File: config.mk
export PLATFORM = sky130hd
export DESIGN_NAME = ata_pio_regseq
export DESIGN_NICKNAME = d
export VERILOG_FILES = /design/src/rtl/ata_pio_pkg.sv /design/src/rtl/ata_pio_timing.sv /design/src/rtl/ata_pio_seq.sv /design/src/rtl/ata_pio_regseq.sv
export SDC_FILE = /design/constraint.sdc
export NUM_CORES = 1
export LEC_CHECK = 0
export ABC_CLOCK_PERIOD_IN_PS = 7000
export CAP_MARGIN = 15
export CORE_MARGIN = 3
export CORE_UTILIZATION = 58
export DETAILED_ROUTE_END_ITERATION = 16
export PLACE_DENSITY = 0.87
export SLEW_MARGIN = 20
export SYNTH_ARGS = -nofsm -noshare
export SYNTH_HDL_FRONTEND = slang
export SYNTH_HIERARCHICAL = 1
export SYNTH_SLANG_ARGS = --single-unit
File: constraint.sdc
create_clock -name clk -period 7 [get_ports clk]
set_input_delay 1.4 -clock clk [delete_from_list [all_inputs] [get_ports clk]]
set_output_delay 1.4 -clock clk [all_outputs]
set_load 0.01 [all_outputs]
File: src/rtl/ata_pio_pkg.sv
package ata_pio_pkg;

    localparam int CNT_W = 8;

    typedef enum logic [1:0] {
        PH_IDLE  = 2'd0,
        PH_SETUP = 2'd1,
        PH_CMD   = 2'd2,
        PH_RECOV = 2'd3
    } phase_e;

    // Clock counts for one mode
    typedef struct packed {
        logic [CNT_W-1:0] setup;
        logic [CNT_W-1:0] active;
        logic [CNT_W-1:0] recov;
    } tmg_t;

    function automatic int clk_ceil(input int ns, input int clk_ns);
        return (ns + clk_ns - 1) / clk_ns;
    endfunction

    // Minimum full cycle per mode, ns
    function automatic int cycle_min_ns(input int m);
        case (m)
            0:       return 600;
            1:       return 383;
            2:       return 240;
            3:       return 180;
            default: return 120;
        endcase
    endfunction

    // Minimum address-to-strobe setup per mode, ns
    function automatic int setup_min_ns(input int m);
        case (m)
            0:       return 70;
            1:       return 50;
            2, 3:    return 30;
            default: return 25;
        endcase
    endfunction

    // Minimum strobe-low width per mode (8-bit register access), ns
    function automatic int strobe_min_ns(input int m);
        case (m)
            0, 1, 2: return 290;
            3:       return 80;
            default: return 70;
        endcase
    endfunction

endpackage

File: src/rtl/ata_pio_timing.sv
module ata_pio_timing
    import ata_pio_pkg::*;
#(
    parameter int CLK_NS    = 10,
    parameter int TURN_NS   = 30,
    parameter int MODE_W    = 3,
    parameter int NUM_MODES = 5
) (
    input  logic [MODE_W-1:0] mode,
    output tmg_t              tmg
);

    localparam logic [MODE_W-1:0] TOP_MODE = MODE_W'(NUM_MODES - 1);
    localparam int TURN_CLK = clk_ceil(TURN_NS, CLK_NS);

    tmg_t              tbl [NUM_MODES];
    logic [MODE_W-1:0] sel;

    for (genvar g = 0; g < NUM_MODES; g++) begin : g_mode
        localparam int S_CLK = clk_ceil(setup_min_ns(g), CLK_NS);
        localparam int A_CLK = clk_ceil(strobe_min_ns(g), CLK_NS);
        localparam int C_CLK = clk_ceil(cycle_min_ns(g), CLK_NS);
        // Recovery stretched so setup+active+recovery meets the cycle minimum
        localparam int R_RAW = C_CLK - S_CLK - A_CLK;
        localparam int R_CLK = (R_RAW > TURN_CLK) ? R_RAW : TURN_CLK;
        assign tbl[g] = '{setup:  CNT_W'(S_CLK),
                          active: CNT_W'(A_CLK),
                          recov:  CNT_W'(R_CLK)};
    end

    always_comb begin
        sel = (mode > TOP_MODE) ? TOP_MODE : mode;
        tmg = tbl[sel];
    end

endmodule

File: src/rtl/ata_pio_seq.sv
module ata_pio_seq
    import ata_pio_pkg::*;
#(
    parameter int ADDR_W = 3,
    parameter int DATA_W = 16,
    parameter int SMP    = 4,
    parameter int TMO    = 125
) (
    input  logic              clk,
    input  logic              rst_n,
    input  logic              req,
    input  logic              wr,
    input  logic [ADDR_W-1:0] addr,
    input  logic [DATA_W-1:0] wdata,
    input  tmg_t              tmg_i,
    input  logic [DATA_W-1:0] din,
    input  logic              rdy,
    output logic              busy,
    output logic              done,
    output logic              err,
    output logic [DATA_W-1:0] rdata,
    output logic [ADDR_W-1:0] ata_addr,
    output logic              rd_n,
    output logic              wr_n,
    output logic [DATA_W-1:0] dout,
    output logic              dout_oe
);

    localparam int WAIT_W = $clog2(TMO + 1);
    localparam logic [CNT_W-1:0]  SMP_LAST = CNT_W'(SMP - 1);
    localparam logic [WAIT_W-1:0] TMO_LAST = WAIT_W'(TMO - 1);

    typedef struct packed {
        phase_e            phase;
        logic [CNT_W-1:0]  tmr;
        logic [WAIT_W-1:0] wcnt;
        logic              waiting;
        logic              is_wr;
        logic [ADDR_W-1:0] addr;
        logic [DATA_W-1:0] wdata;
        logic [DATA_W-1:0] rdata;
        tmg_t              tmg;
        logic              done;
        logic              err;
    } seq_t;

    seq_t s_d, s_q;
    logic cmd_end;

    always_comb begin
        s_d      = s_q;
        s_d.done = 1'b0;
        s_d.err  = 1'b0;
        cmd_end  = 1'b0;
        case (s_q.phase)
            PH_IDLE: begin
                if (req) begin
                    s_d.phase   = PH_SETUP;
                    s_d.tmr     = '0;
                    s_d.wcnt    = '0;
                    s_d.waiting = 1'b0;
                    s_d.is_wr   = wr;
                    s_d.addr    = addr;
                    s_d.wdata   = wdata;
                    s_d.tmg     = tmg_i;
                end
            end
            PH_SETUP: begin
                if (s_q.tmr == s_q.tmg.setup - 1'b1) begin
                    s_d.phase = PH_CMD;
                    s_d.tmr   = '0;
                end else begin
                    s_d.tmr = s_q.tmr + 1'b1;
                end
            end
            PH_CMD: begin
                if (s_q.tmr != '1) begin
                    s_d.tmr = s_q.tmr + 1'b1;
                end
                if (s_q.waiting) begin
                    // Device stretch: ready release ends the strobe
                    if (rdy) begin
                        cmd_end = 1'b1;
                    end else if (s_q.wcnt == TMO_LAST) begin
                        s_d.phase = PH_IDLE;
                        s_d.done  = 1'b1;
                        s_d.err   = 1'b1;
                    end else begin
                        s_d.wcnt = s_q.wcnt + 1'b1;
                    end
                end else if (s_q.tmr == SMP_LAST && !rdy) begin
                    s_d.waiting = 1'b1;
                end else if (s_q.tmr >= s_q.tmg.active - 1'b1) begin
                    cmd_end = 1'b1;
                end
                if (cmd_end) begin
                    s_d.phase = PH_RECOV;
                    s_d.tmr   = '0;
                    if (!s_q.is_wr) begin
                        s_d.rdata = din;
                    end
                end
            end
            PH_RECOV: begin
                if (s_q.tmr == s_q.tmg.recov - 1'b1) begin
                    s_d.phase = PH_IDLE;
                    s_d.done  = 1'b1;
                end else begin
                    s_d.tmr = s_q.tmr + 1'b1;
                end
            end
            default: s_d.phase = PH_IDLE;
        endcase
    end

    always_ff @(posedge clk) begin
        if (!rst_n) begin
            s_q <= '0;
        end else begin
            s_q <= s_d;
        end
    end

    assign busy     = (s_q.phase != PH_IDLE);
    assign done     = s_q.done;
    assign err      = s_q.err;
    assign rdata    = s_q.rdata;
    assign ata_addr = s_q.addr;
    assign rd_n     = !((s_q.phase == PH_CMD) && !s_q.is_wr);
    assign wr_n     = !((s_q.phase == PH_CMD) && s_q.is_wr);
    assign dout     = s_q.wdata;
    assign dout_oe  = busy && s_q.is_wr;

endmodule

File: src/rtl/ata_pio_regseq.sv
module ata_pio_regseq
    import ata_pio_pkg::*;
#(
    parameter int CLK_NS     = 10,
    parameter int ADDR_W     = 3,
    parameter int DATA_W     = 16,
    parameter int MODE_W     = 3,
    parameter int RDY_SMP_NS = 35,
    parameter int RDY_MAX_NS = 1250,
    parameter int TURN_NS    = 30
) (
    input  logic              clk,
    input  logic              rst_n,
    input  logic              req,
    input  logic              wr,
    input  logic [ADDR_W-1:0] addr,
    input  logic [DATA_W-1:0] wdata,
    input  logic [MODE_W-1:0] mode,
    output logic              busy,
    output logic              done,
    output logic              err,
    output logic [DATA_W-1:0] rdata,
    output logic [ADDR_W-1:0] ata_addr,
    output logic              rd_n,
    output logic              wr_n,
    output logic [DATA_W-1:0] dout,
    output logic              dout_oe,
    input  logic [DATA_W-1:0] din,
    input  logic              rdy
);

    localparam int SMP = clk_ceil(RDY_SMP_NS, CLK_NS);
    localparam int TMO = clk_ceil(RDY_MAX_NS, CLK_NS);

    tmg_t tmg;

    ata_pio_timing #(
        .CLK_NS    (CLK_NS),
        .TURN_NS   (TURN_NS),
        .MODE_W    (MODE_W),
        .NUM_MODES (5)
    ) u_timing (
        .mode (mode),
        .tmg  (tmg)
    );

    ata_pio_seq #(
        .ADDR_W (ADDR_W),
        .DATA_W (DATA_W),
        .SMP    (SMP),
        .TMO    (TMO)
    ) u_seq (
        .clk      (clk),
        .rst_n    (rst_n),
        .req      (req),
        .wr       (wr),
        .addr     (addr),
        .wdata    (wdata),
        .tmg_i    (tmg),
        .din      (din),
        .rdy      (rdy),
        .busy     (busy),
        .done     (done),
        .err      (err),
        .rdata    (rdata),
        .ata_addr (ata_addr),
        .rd_n     (rd_n),
        .wr_n     (wr_n),
        .dout     (dout),
        .dout_oe  (dout_oe)
    );

endmodule

==> flow_summary.toml, run 1 <==
[timing]
finalHoldViolCount = 0
setup_tns_ps = 0
period_share_pct = 47.2
layout_min_cycle_time_ps = 3300
setup_ws_ps = 3700
finalMaxSlewViolations = 0
timing.slew.headroom_pct = 55.0
worstMarginPinSlew_ps = 674
max_freq_mhz = 303
finalSetupViolCount = 0
rsz0062_at_grt = "false"
skew_ps = 11.2

[pwr]
power_density_nw_per_um2 = 181
irDropWorstVdd_v = 0.000101
p_leak_uw = 0.00195

[critical_path]
cp.required_ps = 5600
crit_fanout = 7
worstPathArrival_ps = 1900
worstRegToRegCells = 11
cp-start-kind = "flop"
crit_path_end_kind = "output pin"
r2r-start = "u_seq/s_q[12]$_SDFFE_PN0P_"
crit-reg2reg-capture = "u_seq/s_q[76]$_SDFFE_PN0P_"
ff2ff_setup_slack_ps = 4040
worst-setup-path-type = "reg -> out"

[clock_tree]
cts.sinks = 80
cts-root-buf = "clkbuf_8"
path_clk_slew_ps = 80
htree_levels = 3
cts.repair.resized = 0
clock_path_buffers = 2
post_cts.repair.setup_buffers = 0
cts_buffers = 9
cts_tree = "yes"
clkLatencyLatePin_ps = 350
hold_buffers = 0

[yosys]
ys_seq_area_share_pct = 34.2
yosys-top-cells-count = "nand2_1, dfxtp_1, buf_4"
async_flop_share_pct = 0
ys.flop_type = "dfxtp_1"
synth_cells = 554
synthTopCellsByArea = "dfxtp_1, nand2_1, buf_4"
synth.distinct_cells = 68
synth.most_common_cell = "nand2_1"
synth_top_cell_by_area = "dfxtp_1"
syn-cell-area_um2 = 4680
synth-edff-count = 0
synth_top_area_share_pct = 34.2
avgSynthCellArea_um2 = 8.45
ys_ff_latch = 80
ys_warn_count = 6

[min_path]
hp-start = "u_seq/dout[14]$_SDFFE_PN0P_"
hold_depth = 2
whs_endpoint = "u_seq/dout[14]$_SDFFE_PN0P_"
min_path_type = "reg -> reg"

[grt]
grt_pass1_wl_um = 16200
overflow = 0
antenna_found_initial = 0
grt_max_degree = 81
grtUsageTotal_pct = 22.2
grt_pass1_vias = 3635

[floorplan]
ios = 84
initial_core_util_pct = 60.3
core-area_um2 = 7770
die-area_um2 = 9180
die_x_um = 95.8
rows = 32
die_h_um = 95.8

[routing]
postRouteAntennaNets = 0
drt_wl_total_um = 9720
drc = 0
wl_per_cell_um = 14.1
first_pass_iters = 4
drtIter0Drc = 170
vias_per_cell = 5.44
vias = 3754

[finish]
final.fill_count = 625
multi_input_area_um2 = 2530
n_antenna_cell = 0
area_growth_pct = 13.9
seq_area_um2 = 1600
drive_above_1_share_pct = 7.14
nets = 640
final_cells = 690
fin_util_pct = 68.6

[place]
place_ws_ps = 3480
place_congestion = 0.848
dp_hpwl_um = 7000
placed_cells = 674
io_buffers = 83

[run]
maxCapViolations = 0

[run_status]
status = "finished, final reports clean"
worst max-delay path by stage:
stage	start	to	slack, ps	cells after the start
floorplan	rdy	u_seq/rdata[0]$_SDFFE_PN0P_	4330	7
global placement	rdy	u_seq/rdata[5]$_SDFFE_PN0P_	3630	7
CTS	u_seq/s_q[79]$_SDFFE_PN0P_	wr_n	3690	4
detailed placement	rdy	u_seq/rdata[14]$_SDFFE_PN0P_	3480	7
finish	u_seq/s_q[79]$_SDFFE_PN0P_	wr_n	3700	4
global route	u_seq/s_q[79]$_SDFFE_PN0P_	wr_n	3580	4
cell type report:
type	instances	area share, %
well taps	102	2.39
inverters	15	1.06
flip-flops and latches	80	30.0
clock inverters	6	0.798
multi-input cells	391	47.4
repair buffers	86	15.9
clock buffers	10	2.39
worst max-delay path, stage by stage, from the launching register on:
cell and delay [ps]:
dfxtp_1 500, inv_1 180, nor2_1 280, nand2_1 100, clkdlybuf4s50_1 490
per-layer routing:
layer | vias to the layer above | GRT usage (%) | part of all wire (%)
met1 | 1747 | 25.7 | 42
met4 | 0 | 9.95 | 2.3
met3 | 21 | 4.38 | 6.7
met5 | - | 0 | 0
li1 | 1870 | - | -
met2 | 116 | 39.3 | 49
registers in the layout (all words and copies together), names as in the netlist:
register / flops
u_seq/s_q: 43
u_seq/err: 1
u_seq/done: 1
u_seq/ata_addr: 3
u_seq/rdata: 16
u_seq/dout: 16
logic make-up (layout without fill, tap and decap cells):
logic type | after synthesis | count (layout) | synth area share (%)
compound gates | 97 | 97 | 16.7
mux | 17 | 17 | 3.64
simple gates | 222 | 222 | 23.4
other cells | 2 | 12 | 0.160
buf+inv | 93 | 117 | 12.6
flops | 80 | 80 | 34.2
fa+ha+maj | 14 | 14 | 3.74
xor+xnor | 29 | 29 | 5.59
metrics by stage:
stage	area (um^2)	power, uW	hold WS [ps]
4_1_cts	5330	974	469
2_1_floorplan	4720	622	444
3_5_place_dp	5160	671	459
5_1_grt	5330	1020	484
3_3_place_gp	5160	662	450
6_report	5330	964	463
power breakdown:
group	switching, uW	internal [uW]
clock network	174	130
logic	86.4	85.5
registers	16.7	472
total	277	687
placed cells by master (no fill, tap or decap), types with 8 or more instances in the layout:
cell type        synthesis  layout
nand2_1                108     108
clkdlybuf4s50_1          0      82
dfxtp_1                 80      80
a21boi_0                44      44
nor2_1                  24      24
nor2b_1                 22      22
mux2i_1                 17      17
xor2_1                  15      15
inv_1                   15      15
nor3_1                  14      14
ha_1                    14      14
xnor2_1                 13      13
conb_1                   2      12
nand3_1                 11      11
a21oi_1                 10      10
clkbuf_8                 0       9
o211ai_1                 8       8
No activity file was read; power rests on OpenSTA's default activity.
==> run 2: changes to the inputs <==
--- a/config.mk
+++ b/config.mk
@@ -5,12 +5,12 @@
 export SDC_FILE = /design/constraint.sdc
 export NUM_CORES = 1
 export LEC_CHECK = 0
-export ABC_CLOCK_PERIOD_IN_PS = 7000
+export ABC_CLOCK_PERIOD_IN_PS = 2600
 export CAP_MARGIN = 15
 export CORE_MARGIN = 3
-export CORE_UTILIZATION = 58
+export CORE_UTILIZATION = 48
 export DETAILED_ROUTE_END_ITERATION = 16
-export PLACE_DENSITY = 0.87
+export PLACE_DENSITY = 0.77
 export SLEW_MARGIN = 20
 export SYNTH_ARGS = -nofsm -noshare
 export SYNTH_HDL_FRONTEND = slang
==> constraint.sdc (replaced) <==
create_clock -name clk -period 2.6 [get_ports clk]
set_input_delay 0.52 -clock clk [delete_from_list [all_inputs] [get_ports clk]]
set_output_delay 0.52 -clock clk [all_outputs]
set_load 0.01 [all_outputs]
==> run 2 against run 1 <==
Die area up 19%. Critical endpoint is now u_seq/rdata[3]$_SDFFE_PN0P_. Sequential power rose to 2.7 times the previous value. Worst setup slack worse by 3600 ps. Critical path depth up 8. Total power rose to 2.9 times the previous value. First-iteration DRC count up 6.5%. Largest cell class unchanged. Clock skew about the same.
==> flow_summary.toml, run 2 (synthesized netlist as in run 1, its figures left out) <==
[routing]
vias = 3795
drtIter0Drc = 181
drc = 0
postRouteAntennaNets = 0
vias_per_cell = 5.21
wl_per_cell_um = 13.7
drt_wl_total_um = 9980
first_pass_iters = 4

[critical_path]
worstRegToRegCells = 12
cp-start-kind = "flop"
worst-setup-path-type = "reg -> reg"
crit_fanout = 16
r2r-start = "u_seq/s_q[12]$_SDFFE_PN0P_"
ff2ff_setup_slack_ps = 120
crit-reg2reg-capture = "u_seq/rdata[3]$_SDFFE_PN0P_"
crit_family = "compound AO/OA/AOI/OAI gates"
worstPathArrival_ps = 2720
max_stage_delay_ps = 360
crit_chain = "nor4_4 -> nand2_1 -> xor2_1 -> ha_1 -> o21ai_0 -> o21bai_1 -> o211ai_1 -> buf_4 -> a21oi_4 -> buf_12 -> mux2i_1 -> nor2b_1"
cp.required_ps = 2830
worst-path-buf-inv = 2
worst_path_max_delay_cell = "dfxtp_2"
crit_path_end_kind = "flop"

[floorplan]
die_h_um = 105
die-area_um2 = 11000
ios = 84
rows = 35
core-area_um2 = 9370
initial_core_util_pct = 49.9
die_x_um = 105

[finish]
regMostFlops = "u_seq/s_q"
fin_util_pct = 59.7
drive_above_1_share_pct = 11.3
largest_reg_flops = 43
area_growth_pct = 19.6
seq_area_um2 = 1610
n_antenna_cell = 0
nets = 652
layout_common_cells = "nand2_1, clkdlybuf4s50_1, dfxtp_1"
final.fill_count = 830
multi_input_area_um2 = 2590
final_common_cell = "nand2_1"

[pwr]
power_frac_comb_pct = 17.6
p_leak_uw = 0.00206
p_int_uw = 2020
irDropWorstVdd_v = 0.000298
power_frac_seq_pct = 47.3
power_density_nw_per_um2 = 497
fin_total_pwr_uw = 2780
p_sw_share_pct = 27.4
p_sw_uw = 763
pwr-share-clk_pct = 35.1

[timing]
worstMarginPinSlew_ps = 539
skew_ps = 11.4
timing.slew.headroom_pct = 63.7
finalHoldViolCount = 0
rsz0062_at_grt = "true"
max_freq_mhz = 402
period_share_pct = 95.6
finalMaxSlewViolations = 0
finalSetupViolCount = 0
layout_min_cycle_time_ps = 2480

[place]
io_buffers = 83
dp_hpwl_um = 7180
place_congestion = 0.852

[clock_tree]
cts_buffers = 9
clkLatencyLatePin_ps = 350
post_cts.repair.setup_buffers = 0
cts.sinks = 80
cts_tree = "yes"
cts.repair.resized = 0
hold_buffers = 0
clock_path_buffers = 2
cts-root-buf = "clkbuf_8"
htree_levels = 3
path_clk_slew_ps = 90

[grt]
grt_max_degree = 34
antenna_found_initial = 0
grt_pass1_wl_um = 16600
grt_pass1_vias = 3700
grtUsageTotal_pct = 18.1
overflow = 0

[run]
maxCapViolations = 0

[min_path]
hold_depth = 2
whs_endpoint = "u_seq/ata_addr[2]$_SDFFE_PN0P_"
min_path_type = "reg -> reg"
hp-start = "u_seq/ata_addr[2]$_SDFFE_PN0P_"

[run_status]
status = "finished, final reports clean"
## run 2: cell types whose count changed in the layout (fill, tap and decap cells not counted), moves of 2 or more
| cell | delta |
|---|---|
| dfxtp_2 | +5 |
| buf_4 | +10 |
| clkinv_4 | +2 |
| dfxtp_1 | -6 |
| buf_12 | +2 |
| clkinv_2 | -2 |
| clkbuf_8 | +2 |
## run 2: through the flow
stage | instances | setup WS (ps) | hold slack (ps) | setup TNS, ps | cell area, um^2
floorplan | 564 | 145 | 444 | 0 | 4720
global placement | 713 | 112 | 450 | 0 | 5310
detailed placement | 713 | 39.2 | 457 | 0 | 5310
CTS | 729 | 13.2 | 468 | 0 | 5520
global route | 729 | -128 | 484 | -1120 | 5600
finish | 729 | 115 | 463 | 0 | 5600
## run 2: worst max-delay path by stage
stage                               startpoint                          end  slack, ps  cells past startpoint
global route        u_seq/s_q[12]$_SDFFE_PN0P_  u_seq/rdata[1]$_SDFFE_PN0P_       -130                     12
detailed placement  u_seq/s_q[12]$_SDFFE_PN0P_  u_seq/rdata[3]$_SDFFE_PN0P_         40                     13
floorplan           u_seq/s_q[12]$_SDFFE_PN0P_  u_seq/rdata[0]$_SDFFE_PN0P_        140                     12
finish              u_seq/s_q[12]$_SDFFE_PN0P_  u_seq/rdata[3]$_SDFFE_PN0P_        120                     12
CTS                 u_seq/s_q[12]$_SDFFE_PN0P_  u_seq/rdata[3]$_SDFFE_PN0P_         10                     13
global placement    u_seq/s_q[10]$_SDFFE_PN0P_  u_seq/rdata[1]$_SDFFE_PN0P_        110                     12
## run 2: layout make-up
class / instances / share of cell area [%]
clock buffer: 11 / 2.71
clock inverter: 5 / 1.14
inverter: 15 / 1.01
multi-input combinational: 391 / 46.3
sequential: 80 / 28.8
tap: 129 / 2.88
timing repair buffer: 98 / 17.2
## run 2: tightest hold or removal path, stage by stage (launching register included)
cell and delay, ps:
dfxtp_1 320, nand2_1 40, a21boi_0 60
## run 2: power by group through the flow
stage	registers [uW]	clock network (uW)	logic, uW
3_5_place_dp	1340	0	472
3_3_place_gp	1340	0	455
6_report	1320	976	489
4_1_cts	1310	1000	474
5_1_grt	1330	1050	542
2_1_floorplan	1330	0	344
## run 2: metal layers
layer  global-route usage, %  vias to the layer above  routed length [um]
li1                        -                     1897                   -
met5                       0                        -                   0
met1                    21.8                     1760                4450
met3                    3.77                       16                 631
met2                    31.3                      122                4750
met4                    7.22                        0                 148
==> run 3: changes to the inputs <==
--- a/config.mk
+++ b/config.mk
@@ -6,10 +6,11 @@
 export NUM_CORES = 1
 export LEC_CHECK = 0
 export ABC_CLOCK_PERIOD_IN_PS = 2600
-export CAP_MARGIN = 15
 export CORE_MARGIN = 3
 export CORE_UTILIZATION = 48
 export DETAILED_ROUTE_END_ITERATION = 16
+export GPL_TIMING_DRIVEN = 1
+export HOLD_SLACK_MARGIN = 0.06
 export PLACE_DENSITY = 0.77
 export SLEW_MARGIN = 20
 export SYNTH_ARGS = -nofsm -noshare
==> results of run 3 <==
Same layout as run 2: the final DEF is identical, and so are final timing and power.
